`config.mk`:
```
export PLATFORM = sky130hd
export DESIGN_NAME = spi_shift_unit
export DESIGN_NICKNAME = d
export VERILOG_FILES = /design/src/rtl/spi_shift_unit.sv
export SDC_FILE = /design/constraint.sdc
export NUM_CORES = 1
export LEC_CHECK = 0
export BUFFER_PORTS_ARGS = -buffer_cell sky130_fd_sc_hd__buf_2
export CAP_MARGIN = 20
export CORE_AREA = 2 2 115 94
export DETAILED_ROUTE_END_ITERATION = 10
export DIE_AREA = 0 0 117 96
export GPL_ROUTABILITY_DRIVEN = 0
export PLACE_DENSITY = 0.52
export SLEW_MARGIN = 20
export SYNTH_ARGS = -nofsm -noshare
export SYNTH_HDL_FRONTEND = slang
export SYNTH_SLANG_ARGS = --single-unit
```
`constraint.sdc`:
```
create_clock -name clk -period 2.6 [get_ports clk]
set_input_delay 0.52 -clock clk [delete_from_list [all_inputs] [get_ports clk]]
set_output_delay 0.52 -clock clk [all_outputs]
set_load 0.01 [all_outputs]
```
`src/rtl/spi_shift_unit.sv`:
```
module spi_shift_unit #(
  parameter int W        = 8,
  parameter int MAX_RATE = 6
) (
  input  logic         clk,
  input  logic         rst_n,
  input  logic         is_master,
  input  logic         cpol,
  input  logic         cpha,
  input  logic         lsb_first,
  input  logic [2:0]   rate,
  input  logic         wr_en,
  input  logic [W-1:0] wr_data,
  input  logic         stat_rd,
  input  logic         rd_en,
  output logic [W-1:0] rd_data,
  output logic         xfer_done,
  output logic         busy_o,
  output logic         sck_o,
  output logic         mosi_o,
  input  logic         miso_i,
  input  logic         sck_i,
  input  logic         mosi_i,
  input  logic         ss_n_i,
  output logic         miso_o,
  output logic         miso_oe
);
  localparam int BW = $clog2(W);
  localparam int EW = $clog2(2 * W);
  localparam int HW = (MAX_RATE < 1) ? 1 : MAX_RATE;

  logic [W-1:0]  tx_q, rx_q, rd_q;
  logic [BW-1:0] bit_q;
  logic [EW-1:0] edge_q;
  logic [HW-1:0] hc_q;
  logic          busy_q, sck_q, flag_q, seen_q;
  logic [1:0]    sck_s, mosi_s, ss_s;
  logic          sck_d;

  logic [2:0]    rsel;
  logic [HW-1:0] half_m1;
  assign rsel    = (int'(rate) > MAX_RATE) ? 3'(MAX_RATE) : rate;
  assign half_m1 = (HW'(1) << rsel) - HW'(1);

  logic m_tick, m_lead, m_trail;
  assign m_tick  = busy_q && (hc_q == half_m1);
  assign m_lead  = m_tick && !edge_q[0];
  assign m_trail = m_tick && edge_q[0];

  logic slv_act, s_chg, s_lead, s_trail;
  assign slv_act = !is_master && !ss_s[1];
  assign s_chg   = slv_act && (sck_s[1] != sck_d);
  assign s_lead  = s_chg && (sck_d == cpol);
  assign s_trail = s_chg && (sck_d != cpol);

  logic lead, trail, samp, setup, din, last, start;
  assign lead  = is_master ? m_lead  : s_lead;
  assign trail = is_master ? m_trail : s_trail;
  assign samp  = cpha ? trail : lead;
  assign setup = cpha ? lead  : trail;
  assign din   = is_master ? miso_i : mosi_s[1];
  assign last  = samp && (bit_q == BW'(W - 1));
  assign start = is_master && wr_en && !busy_q;

  logic [W-1:0] rx_next, tx_next;
  assign rx_next = lsb_first ? {din, rx_q[W-1:1]} : {rx_q[W-2:0], din};
  assign tx_next = lsb_first ? {1'b0, tx_q[W-1:1]} : {tx_q[W-2:0], 1'b0};

  always_ff @(posedge clk or negedge rst_n) begin
    if (!rst_n) begin
      sck_s  <= '0;
      mosi_s <= '0;
      ss_s   <= '1;
      sck_d  <= 1'b0;
    end else begin
      sck_s  <= {sck_s[0], sck_i};
      mosi_s <= {mosi_s[0], mosi_i};
      ss_s   <= {ss_s[0], ss_n_i};
      sck_d  <= sck_s[1];
    end
  end

  always_ff @(posedge clk or negedge rst_n) begin
    if (!rst_n) begin
      busy_q <= 1'b0;
      sck_q  <= 1'b0;
      hc_q   <= '0;
      edge_q <= '0;
    end else if (start) begin
      busy_q <= 1'b1;
      sck_q  <= cpol;
      hc_q   <= '0;
      edge_q <= '0;
    end else if (busy_q) begin
      hc_q <= m_tick ? '0 : hc_q + HW'(1);
      if (m_tick) begin
        sck_q  <= ~sck_q;
        edge_q <= edge_q + EW'(1);
        if (edge_q == EW'(2 * W - 1)) busy_q <= 1'b0;
      end
    end
  end

  always_ff @(posedge clk or negedge rst_n) begin
    if (!rst_n) begin
      tx_q  <= '0;
      rx_q  <= '0;
      rd_q  <= '0;
      bit_q <= '0;
    end else begin
      if (start) begin
        tx_q  <= wr_data;
        bit_q <= '0;
      end else if (!is_master && ss_s[1]) begin
        bit_q <= '0;
        if (wr_en) tx_q <= wr_data;
      end else begin
        if (!is_master && wr_en && bit_q == '0 && !setup) tx_q <= wr_data;
        if (samp) begin
          rx_q  <= rx_next;
          bit_q <= last ? '0 : bit_q + BW'(1);
          if (last) rd_q <= rx_next;
        end
        if (setup && bit_q != '0) tx_q <= tx_next;
      end
    end
  end

  always_ff @(posedge clk or negedge rst_n) begin
    if (!rst_n) begin
      flag_q <= 1'b0;
      seen_q <= 1'b0;
    end else if (last) begin
      flag_q <= 1'b1;
      seen_q <= 1'b0;
    end else if (seen_q && (rd_en || wr_en)) begin
      flag_q <= 1'b0;
      seen_q <= 1'b0;
    end else if (stat_rd && flag_q) begin
      seen_q <= 1'b1;
    end
  end

  assign rd_data   = rd_q;
  assign xfer_done = flag_q;
  assign busy_o    = busy_q;
  assign sck_o     = busy_q ? sck_q : cpol;
  assign mosi_o    = lsb_first ? tx_q[0] : tx_q[W-1];
  assign miso_o    = mosi_o;
  assign miso_oe   = slv_act;
endmodule

```
==> flow_summary.yaml, run 1 <==
drt:
  dr_wl_met3_um: 241
  drc: 0
  firstDrtPassIters: 4
  wl_met1_um: 2831
  wire_per_inst_um: 13.15
  vias: 1745
  vias_per_cell: 4.330
  top_layer: "met4"
  routed-wl-met2_um: 2184
  routed_wl_um: 5298
  ant_nets: 0
  drt_iter0_drc: 71
clocking:
  cts_sinks: 48
  ctsResizeCount: 0
  insertion_delay_ns: 0.29
  cts_setup_buffers: 0
  numCtsBuffers: 5
  cts_tree: "done"
  h-tree-depth: 2
  clkTransAtPathRegs_ns: 0.07
  cts_root_buffer: "clkbuf_16"
  ctsHoldBuffers: 0
  clock_path_buffers: 2
floorplan:
  core-area_um2: 10120
  fp.dieArea_um2: 11230
  start_util_pct: 24.44
  fp.dieW_um: 117
  die_y_um: 96
  ios: 38
  row_count: 33
pwr:
  intPower_mw: 1.772
  max-vdd-ir-drop_uv: 319.1
  pwr-share-comb_pct: 23.1
  power_frac_clock_pct: 33.8
  leakagePower_nw: 1.401
  p_per_area_nw_per_um2: 820.2
  p_seq_share_pct: 43.0
  switching_share_pct: 28.48
  p_sw_uw: 705.6
critical_path:
  crit_type: "flop to flop"
  required_ns: 2.78
  crit_arrival_ns: 2.44
  reg2reg_to: "rd_data[5]$_DFFE_PN0P_"
  cp-end-kind: "flop"
  reg2reg_from: "hc_q[2]$_DFFE_PN0P_"
  start_kind: "flop"
  cp_max_fo: 10
  reg2reg_depth: 6
  reg2reg_slack_ns: 0.33
timing:
  fmax_mhz: 441.5
  clock_skew_ns: 0.01243
  finalCritPeriodShare_pct: 87.12
  rsz0062_at_grt: "no"
  min_period_ns: 2.265
  tns_ns: 0
  worstMarginPinSlew_ns: 0.6303
  setup_violations: 0
  slew_headroom_pct: 57.98
  hold_viol: 0
  slew_viol_final: 0
  timing.final.ws_setup_ns: 0.3348
synth:
  yosysSeqAreaShare_pct: 48.68
  syn_area_um2: 2472
  syn_avg_cell_area_um2: 11.24
  ys_dominant_reg_cell: "dfrtp_1"
  async_reset_ff_share_pct: 100.0
  synthCells: 220
  ys_seq_elements: 48
  synth-edff-count: 0
  synthesis.nets: 249
  synth_cell_types: 46
  ys_warn_count: 0
place:
  place_area_um2: 2826
  place_ws_ns: 0.08460
  dpl.hpwl_um: 3783
  numPortBuffers: 37
grt:
  grt_pass1_vias: 1701
  grt_overflow_total: 0
  grt_max_degree: 49
  grt_usage_pct: 10.14
  grt_pass1_wl_um: 8694
  antenna_found_initial: 0
job:
  max_cap_violations: 0
layout:
  final_layout_size_suffix_gt1_share_pct: 34.98
  layout.nets: 291
  areaGrowthSynthToFinish_pct: 22.17
  fin_area_um2: 3020
  antenna_cells: 0
min_path:
  hp-class: "primary input to asynchronous set/reset pin"
outcome:
  status: "finished clean"
## worst max path at each step
stage	startpoint	to	slack [ns]	cells past startpoint
2_1_floorplan	rate[1]	rd_data[0]$_DFFE_PN0P_	0.11	9
3_3_place_gp	rate[0]	rd_data[4]$_DFFE_PN0P_	0.14	7
3_5_place_dp	rate[1]	rd_data[1]$_DFFE_PN0P_	0.08	7
4_1_cts	hc_q[2]$_DFFE_PN0P_	rd_data[5]$_DFFE_PN0P_	0.33	6
5_1_grt	hc_q[4]$_DFFE_PN0P_	tx_q[6]$_DFFE_PN0P_	0.18	6
6_report	hc_q[2]$_DFFE_PN0P_	rd_data[5]$_DFFE_PN0P_	0.33	6
## synth_stat cells, types with 3 or more instances
library cell | instances | area, µm²
nand2_1 | 29 | 108.9
inv_1 | 8 | 30.03
nand3_1 | 8 | 40.04
clkbuf_1 | 4 | 15.01
o221a_2 | 7 | 78.83
nand2b_1 | 5 | 31.28
buf_6 | 3 | 33.78
nor3_1 | 4 | 20.02
mux2_2 | 14 | 157.7
mux2_4 | 8 | 120.1
mux2i_1 | 11 | 110.1
o21ai_0 | 11 | 55.05
a21oi_1 | 5 | 25.02
ha_1 | 5 | 62.56
xnor2_1 | 6 | 52.55
dfrtp_1 | 46 | 1151
nor2_1 | 9 | 33.78
## cells by family (layout without fill, tap and decap cells)
group	Yosys count	after routing	share of synthesized area (%)
AO/OA/AOI/OAI	38	38	12.40
XOR/XNOR	7	7	2.480
adder cells (fa/ha/maj)	5	5	2.530
buffers and inverters	18	61	3.897
flip-flops	48	48	48.68
multiplexers	33	33	15.69
AND/OR/NAND/NOR	71	71	14.32
## worst max-delay path: stages, from the launching register on
cell and delay (ns):
dfrtp_1 0.44, or4_1 0.53, nor2_1 0.13, a211oi_2 0.10, o32a_1 0.39, nand2b_4 0.24
mux2_4 0.33
## through the flow
stage / util [%] / power [mW] / std cells / hold slack, ns
after global routing: 29.86 / 2.646 / 403 / 0.3272
after detailed placement: 27.94 / 1.660 / 395 / 0.3363
after floorplan: - / 1.481 / 220 / 0.2244
after global placement: 27.94 / 1.641 / 395 / 0.3362
final: 29.86 / 2.477 / 403 / 0.3315
after CTS: 29.86 / 2.523 / 403 / 0.3300
## layout make-up
type / instances / area [µm²]
multi-input combinational: 154 / 1172
sequential: 48 / 1204
clock inverter: 3 / 68.82
inverter: 8 / 30.03
timing repair buffer: 45 / 245.2
fill: 1055 / 7096
tap: 140 / 175.2
clock buffer: 5 / 125.1
## layout by cell type (no fill, tap or decap), types with 2 or more instances in the layout
cell type  count
a211o_1        2
a21oi_1        5
and2_1         2
buf_2         37
buf_4          8
bufinv_16      2
clkbuf_16      5
dfrtp_1       46
dfstp_2        2
ha_1           5
inv_1          8
mux2_2        14
mux2_4         8
mux2i_1       11
nand2_1       29
nand2b_1       5
nand3_1        8
nor2_1         9
nor2b_1        2
nor3_1         4
nor3b_1        2
o21ai_0       11
o221a_2        7
or2_2          2
or3_1          2
xnor2_1        6
## state kept, by name (all words and copies together) (netlist names)
name / count
bit_q: 3
busy_o: 1
edge_q: 4
hc_q: 6
mosi_s: 2
rd_data: 8
rx_q: 8
sck_d: 1
sck_q: 1
sck_s: 2
seen_q: 1
ss_s: 2
tx_q: 8
xfer_done: 1
## power groups by stage
stage / clock (mW) / sequential (mW) / combinational, mW
after global placement: 0 / 1.08 / 0.564
after CTS: 0.873 / 1.07 / 0.581
after floorplan: 0 / 1.04 / 0.445
after global routing: 0.897 / 1.10 / 0.652
final: 0.839 / 1.07 / 0.573
after detailed placement: 0 / 1.08 / 0.578
## metal layers
layer,vias to the layer above,track usage [%]
li1,870,-
met1,834,14.79
met2,37,14.69
met3,4,2.834
met4,0,2.647
met5,-,0
No activity file was read; power rests on OpenSTA's default activity.
==> run 2, diff against run 1 <==
- CELL_PAD_IN_SITES_DETAIL_PLACEMENT: default -> 1
- CELL_PAD_IN_SITES_GLOBAL_PLACEMENT: default -> 2
- PLACE_DENSITY: 0.52 -> 0.67
==> run 2 against run 1 <==
- hold slack worse by 0.12 ns
- largest cell class unchanged
- clock power is 9.7% lower
- critical path type unchanged
- maximum frequency is 4.3% lower
- sequential share of layout area hardly changed
==> flow_summary.yaml, run 2 (synthesized netlist as in run 1, its figures left out) <==
outcome:
  status: "finished clean"
min_path:
  hp-class: "primary input to asynchronous set/reset pin"
critical_path:
  cp-end-kind: "flop"
  critPathMaxStageDelay_ns: 0.46
  crit_chain: "or2_2, nor4b_1, a211oi_2, o32a_1, nand2b_4, mux2_4"
  path_buf_inv: 0
  slowest_stage: "dfrtp_1"
  start_kind: "flop"
  cp_max_fo: 10
  crit_arrival_ns: 2.54
  startpoint: "hc_q[4]$_DFFE_PN0P_"
  cpLargestDelayFamily: "simple AND/OR/NAND/NOR gates"
  reg2reg_from: "hc_q[4]$_DFFE_PN0P_"
  required_ns: 2.77
  reg2reg_depth: 6
  crit_cells: 6
  reg2reg_to: "rd_data[3]$_DFFE_PN0P_"
  crit_type: "flop to flop"
  worstSetupEndpoint: "rd_data[3]$_DFFE_PN0P_"
  reg2reg_slack_ns: 0.23
timing:
  hold_viol: 0
  slew_headroom_pct: 63.75
  slew_viol_final: 0
  finalCritPeriodShare_pct: 90.99
  tns_ns: 0
  clock_skew_ns: 0.005717
  rsz0062_at_grt: "no"
  whs_ns: 0.2148
  setup_violations: 0
  worstMarginPinSlew_ns: 0.5437
  min_period_ns: 2.366
  fmax_mhz: 422.7
drt:
  firstDrtPassIters: 4
  ant_nets: 0
  drc: 0
  vias: 1767
  routed_wl_um: 5790
  vias_per_cell: 4.385
  wire_per_inst_um: 14.37
  drt_iter0_drc: 66
layout:
  finalNonFillerCells: 403
  antenna_cells: 0
  final_cell_mix: "dfrtp_1 (46), buf_2 (37), nand2_1 (29)"
  areaGrowthSynthToFinish_pct: 22.01
  layout_commonest_cell: "dfrtp_1"
  final_layout_size_suffix_gt1_share_pct: 34.98
  layout.nets: 291
  fill_cells: 1125
pwr:
  p_sw_uw: 714.4
  max-vdd-ir-drop_uv: 264.5
  leakagePower_nw: 1.397
  intPower_mw: 1.693
  power_frac_clock_pct: 31.5
  pwr-share-comb_pct: 23.6
  p_per_area_nw_per_um2: 798.0
  switching_share_pct: 29.68
  p_seq_share_pct: 44.9
clocking:
  insertion_delay_ns: 0.28
  cts_sinks: 48
  h-tree-depth: 2
  cts_root_buffer: "clkbuf_16"
  numCtsBuffers: 5
  ctsResizeCount: 0
  cts_setup_buffers: 0
  clock_path_buffers: 2
  ctsHoldBuffers: 0
  clkTransAtPathRegs_ns: 0.07
  cts_tree: "done"
grt:
  antenna_found_initial: 0
  grt_usage_pct: 11.44
  grt_max_degree: 29
  grt_pass1_wl_um: 9784
  grt_pass1_vias: 1892
  grt_overflow_total: 0
floorplan:
  die_y_um: 96
  core-area_um2: 10120
  fp.dieW_um: 117
  fp.dieArea_um2: 11230
  row_count: 33
  ios: 38
  start_util_pct: 24.44
place:
  numPortBuffers: 37
  dpl.hpwl_um: 4305
  placed_cells_incl_taps: 395
job:
  max_cap_violations: 0
==> run 2: changes by cell type in the layout (fill, tap and decap cells not counted) <==
cell / change
buf_12: +1
bufinv_16: -1
clkinv_4: +1
clkbuf_8: +1
buf_4: -1
inv_6: -1
==> run 2: per-layer routing <==
metal	vias to the layer above	global-route usage, %	share of wire [%]
met5	-	0	0
met4	0	3.529	1.3
met3	5	2.582	3.8
met2	28	17.73	44
met1	871	15.94	50
li1	863	-	-
==> run 2: cell type report <==
cell class	instances	area [µm²]	share of cell area, %
Multi-Input combinational cell	154	1172	38.86
Clock inverter	2	38.79	1.286
Sequential cell	48	1204	39.90
Timing Repair Buffer	45	257.7	8.544
Clock buffer	6	138.9	4.604
Inverter	8	30.03	0.9954
Tap cell	140	175.2	5.807
==> run 2: worst min-delay path by stage <==
stage / to / slack [ns] / cells after the start
floorplan: bit_q[0]$_DFFE_PN0P_ / 0.22 / 0
finish: hc_q[4]$_DFFE_PN0P_ / 0.21 / 1
global route: hc_q[4]$_DFFE_PN0P_ / 0.25 / 1
detailed placement: sck_s[1]$_DFF_PN0_ / 0.34 / 0
CTS: hc_q[4]$_DFFE_PN0P_ / 0.24 / 1
global placement: mosi_s[1]$_DFF_PN0_ / 0.33 / 0
==> run 2: power groups by stage <==
| stage | combinational [mW] | clock, mW | sequential [mW] |
|---|---|---|---|
| after detailed placement | 0.575 | 0 | 1.10 |
| after global routing | 0.651 | 0.830 | 1.11 |
| after global placement | 0.557 | 0 | 1.09 |
| after floorplan | 0.445 | 0 | 1.04 |
| final | 0.567 | 0.758 | 1.08 |
| after CTS | 0.579 | 0.788 | 1.08 |
==> run 2: through the flow <==
step | power (mW) | instance area [µm²] | worst slack (ns) | utilization [%]
2_1_floorplan | 1.481 | 2472 | 0.1065 | -
5_1_grt | 2.593 | 3017 | 0.1630 | 29.82
3_3_place_gp | 1.645 | 2839 | 0.1179 | 28.06
4_1_cts | 2.451 | 3017 | 0.2384 | 29.82
3_5_place_dp | 1.673 | 2839 | 0.06533 | 28.06
6_report | 2.407 | 3017 | 0.2342 | 29.82
==> run 3, diff against run 2 <==
- PLACE_DENSITY: 0.67 -> 0.7
- clock period: 2.6 -> 2 ns (I/O delays scaled with it)
==> run 3 against run 2 <==
- largest power group unchanged
- clock power increased by 45%
- highest routed layer unchanged
- the run now ends with negative setup slack left
- via count grew 8.3%
- setup slack got worse by 0.39 ns
==> flow_summary.yaml, run 3 (synthesized netlist as in run 1, its figures left out) <==
layout:
  final_layout_size_suffix_gt1_share_pct: 47.47
  fill_cells: 1130
  multiInputGateArea_um2: 1360
  areaGrowthSynthToFinish_pct: 40.89
  layout_commonest_cell: "dfrtp_1"
  layout.nets: 325
  final_cell_mix: "dfrtp_1 (46), buf_2 (37), buf_4 (36)"
  antenna_cells: 0
  seq_area_um2: 1204
drt:
  ant_nets: 0
  drt_iter0_drc: 71
  drc: 0
  routed_wl_um: 6418
  vias_per_cell: 4.378
  vias: 1913
  firstDrtPassIters: 4
  wire_per_inst_um: 14.69
clocking:
  cts_sinks: 48
  insertion_delay_ns: 0.29
  h-tree-depth: 2
  cts_root_buffer: "clkbuf_16"
  clock_path_buffers: 2
  numCtsBuffers: 5
  cts_tree: "done"
  clkTransAtPathRegs_ns: 0.07
pwr:
  max-vdd-ir-drop_uv: 349.5
  p_total_mw: 3.675
  p_per_area_nw_per_um2: 1055
  leakagePower_nw: 1.632
floorplan:
  die_y_um: 96
  start_util_pct: 24.44
  row_count: 33
  fp.dieW_um: 117
  ios: 38
  core-area_um2: 10120
  fp.dieArea_um2: 11230
critical_path:
  cp_max_fo: 5
  required_ns: 2.17
  crit_type: "flop to flop"
  reg2reg_depth: 6
  start_kind: "flop"
  cp-end-kind: "flop"
  crit_arrival_ns: 2.33
job:
  max_cap_violations: 0
timing:
  min_period_ns: 2.157
  worstMarginPinSlew_ns: 0.3900
  slew_headroom_pct: 73.91
  rsz0062_at_grt: "yes"
  tns_ns: -3.744
  setup_violations: 33
  hold_viol: 0
  fmax_mhz: 463.7
  finalCritPeriodShare_pct: 107.8
  timing.final.ws_setup_ns: -0.1566
  clock_skew_ns: 0.002436
  slew_viol_final: 0
  whs_ns: 0.08776
grt:
  grt_pass1_vias: 2055
  use_met1_pct: 16.74
  grt_overflow_total: 0
  use_met2_pct: 20.09
  grt_max_degree: 49
  grt_usage_pct: 12.28
  grt_pass1_wl_um: 10620
  antenna_found_initial: 0
  grt.busiest_layer: "met2"
  grtUsageMet3_pct: 2.330
place:
  dpl.hpwl_um: 4472
  numPortBuffers: 37
min_path:
  hp-class: "primary input to asynchronous set/reset pin"
outcome:
  status: "finished with violations"
  violations: "negative setup slack"
run 3: worst paths after layout:
kind / from / end / slack (ns)
min in group clk: mosi_i / mosi_s[0]$_DFF_PN0_ / 0.22
worst min-delay path: rst_n / hc_q[0]$_DFFE_PN0P_ / 0.09
worst max register to register: hc_q[4]$_DFFE_PN0P_ / rd_data[5]$_DFFE_PN0P_ / -0.16
worst max-delay path: hc_q[4]$_DFFE_PN0P_ / rd_data[5]$_DFFE_PN0P_ / -0.16
max in group asynchronous: rst_n / ss_s[0]$_DFF_PN1_ / 1.63
worst min register to register: mosi_s[0]$_DFF_PN0_ / mosi_s[1]$_DFF_PN0_ / 0.35
run 3: critical path: stages, from the launching register on:
cell and delay [ns]:
dfrtp_1 0.43, or4b_4 0.56, o211ai_2 0.10, a211oi_4 0.10
o32a_1 0.34, nand2b_4 0.20, mux2_4 0.31
run 3: repair_timing:
| action | in CTS | in global routing |
|---|---|---|
| gates cloned | 1 | 0 |
| setup buffers | 6 | 4 |
| resized for setup | 26 | 9 |
| pin swaps | 14 | 3 |
| endpoints found under the setup margin | 31 | 40 |
| hold buffers | 0 | 0 |
run 3: area by class of cell:
class,count,area share [%]
clock buffers,5,3.592
multi-input cells,155,39.04
clock inverters,3,1.976
flip-flops and latches,48,34.55
well taps,140,5.029
inverters,8,0.8621
repair buffers,78,14.94
run 3: metal layers:
layer | vias to the layer above | part of all wire (%)
met1 | 958 | 49
met4 | 0 | 0.53
met3 | 2 | 3.0
li1 | 931 | -
met2 | 22 | 48
met5 | - | 0
run 3: metrics by stage:
stage          worst slack (ns)  cell area (µm²)  std cells  util (%)
2_1_floorplan           -0.3488             2497        220         -
3_3_place_gp            -0.2564             3035        419     30.01
3_5_place_dp            -0.2958             3035        419     30.01
4_1_cts                 -0.1716             3416        434     33.77
5_1_grt                 -0.2287             3483        437     34.43
6_report                -0.1566             3483        437     34.43
run 3: power breakdown:
group          switching, mW  internal (mW)  leakage (nW)
Combinational          0.550          0.658         0.941
Sequential             0.178           1.19         0.597
Clock                  0.380          0.721        0.0944
Total                   1.11           2.57          1.63
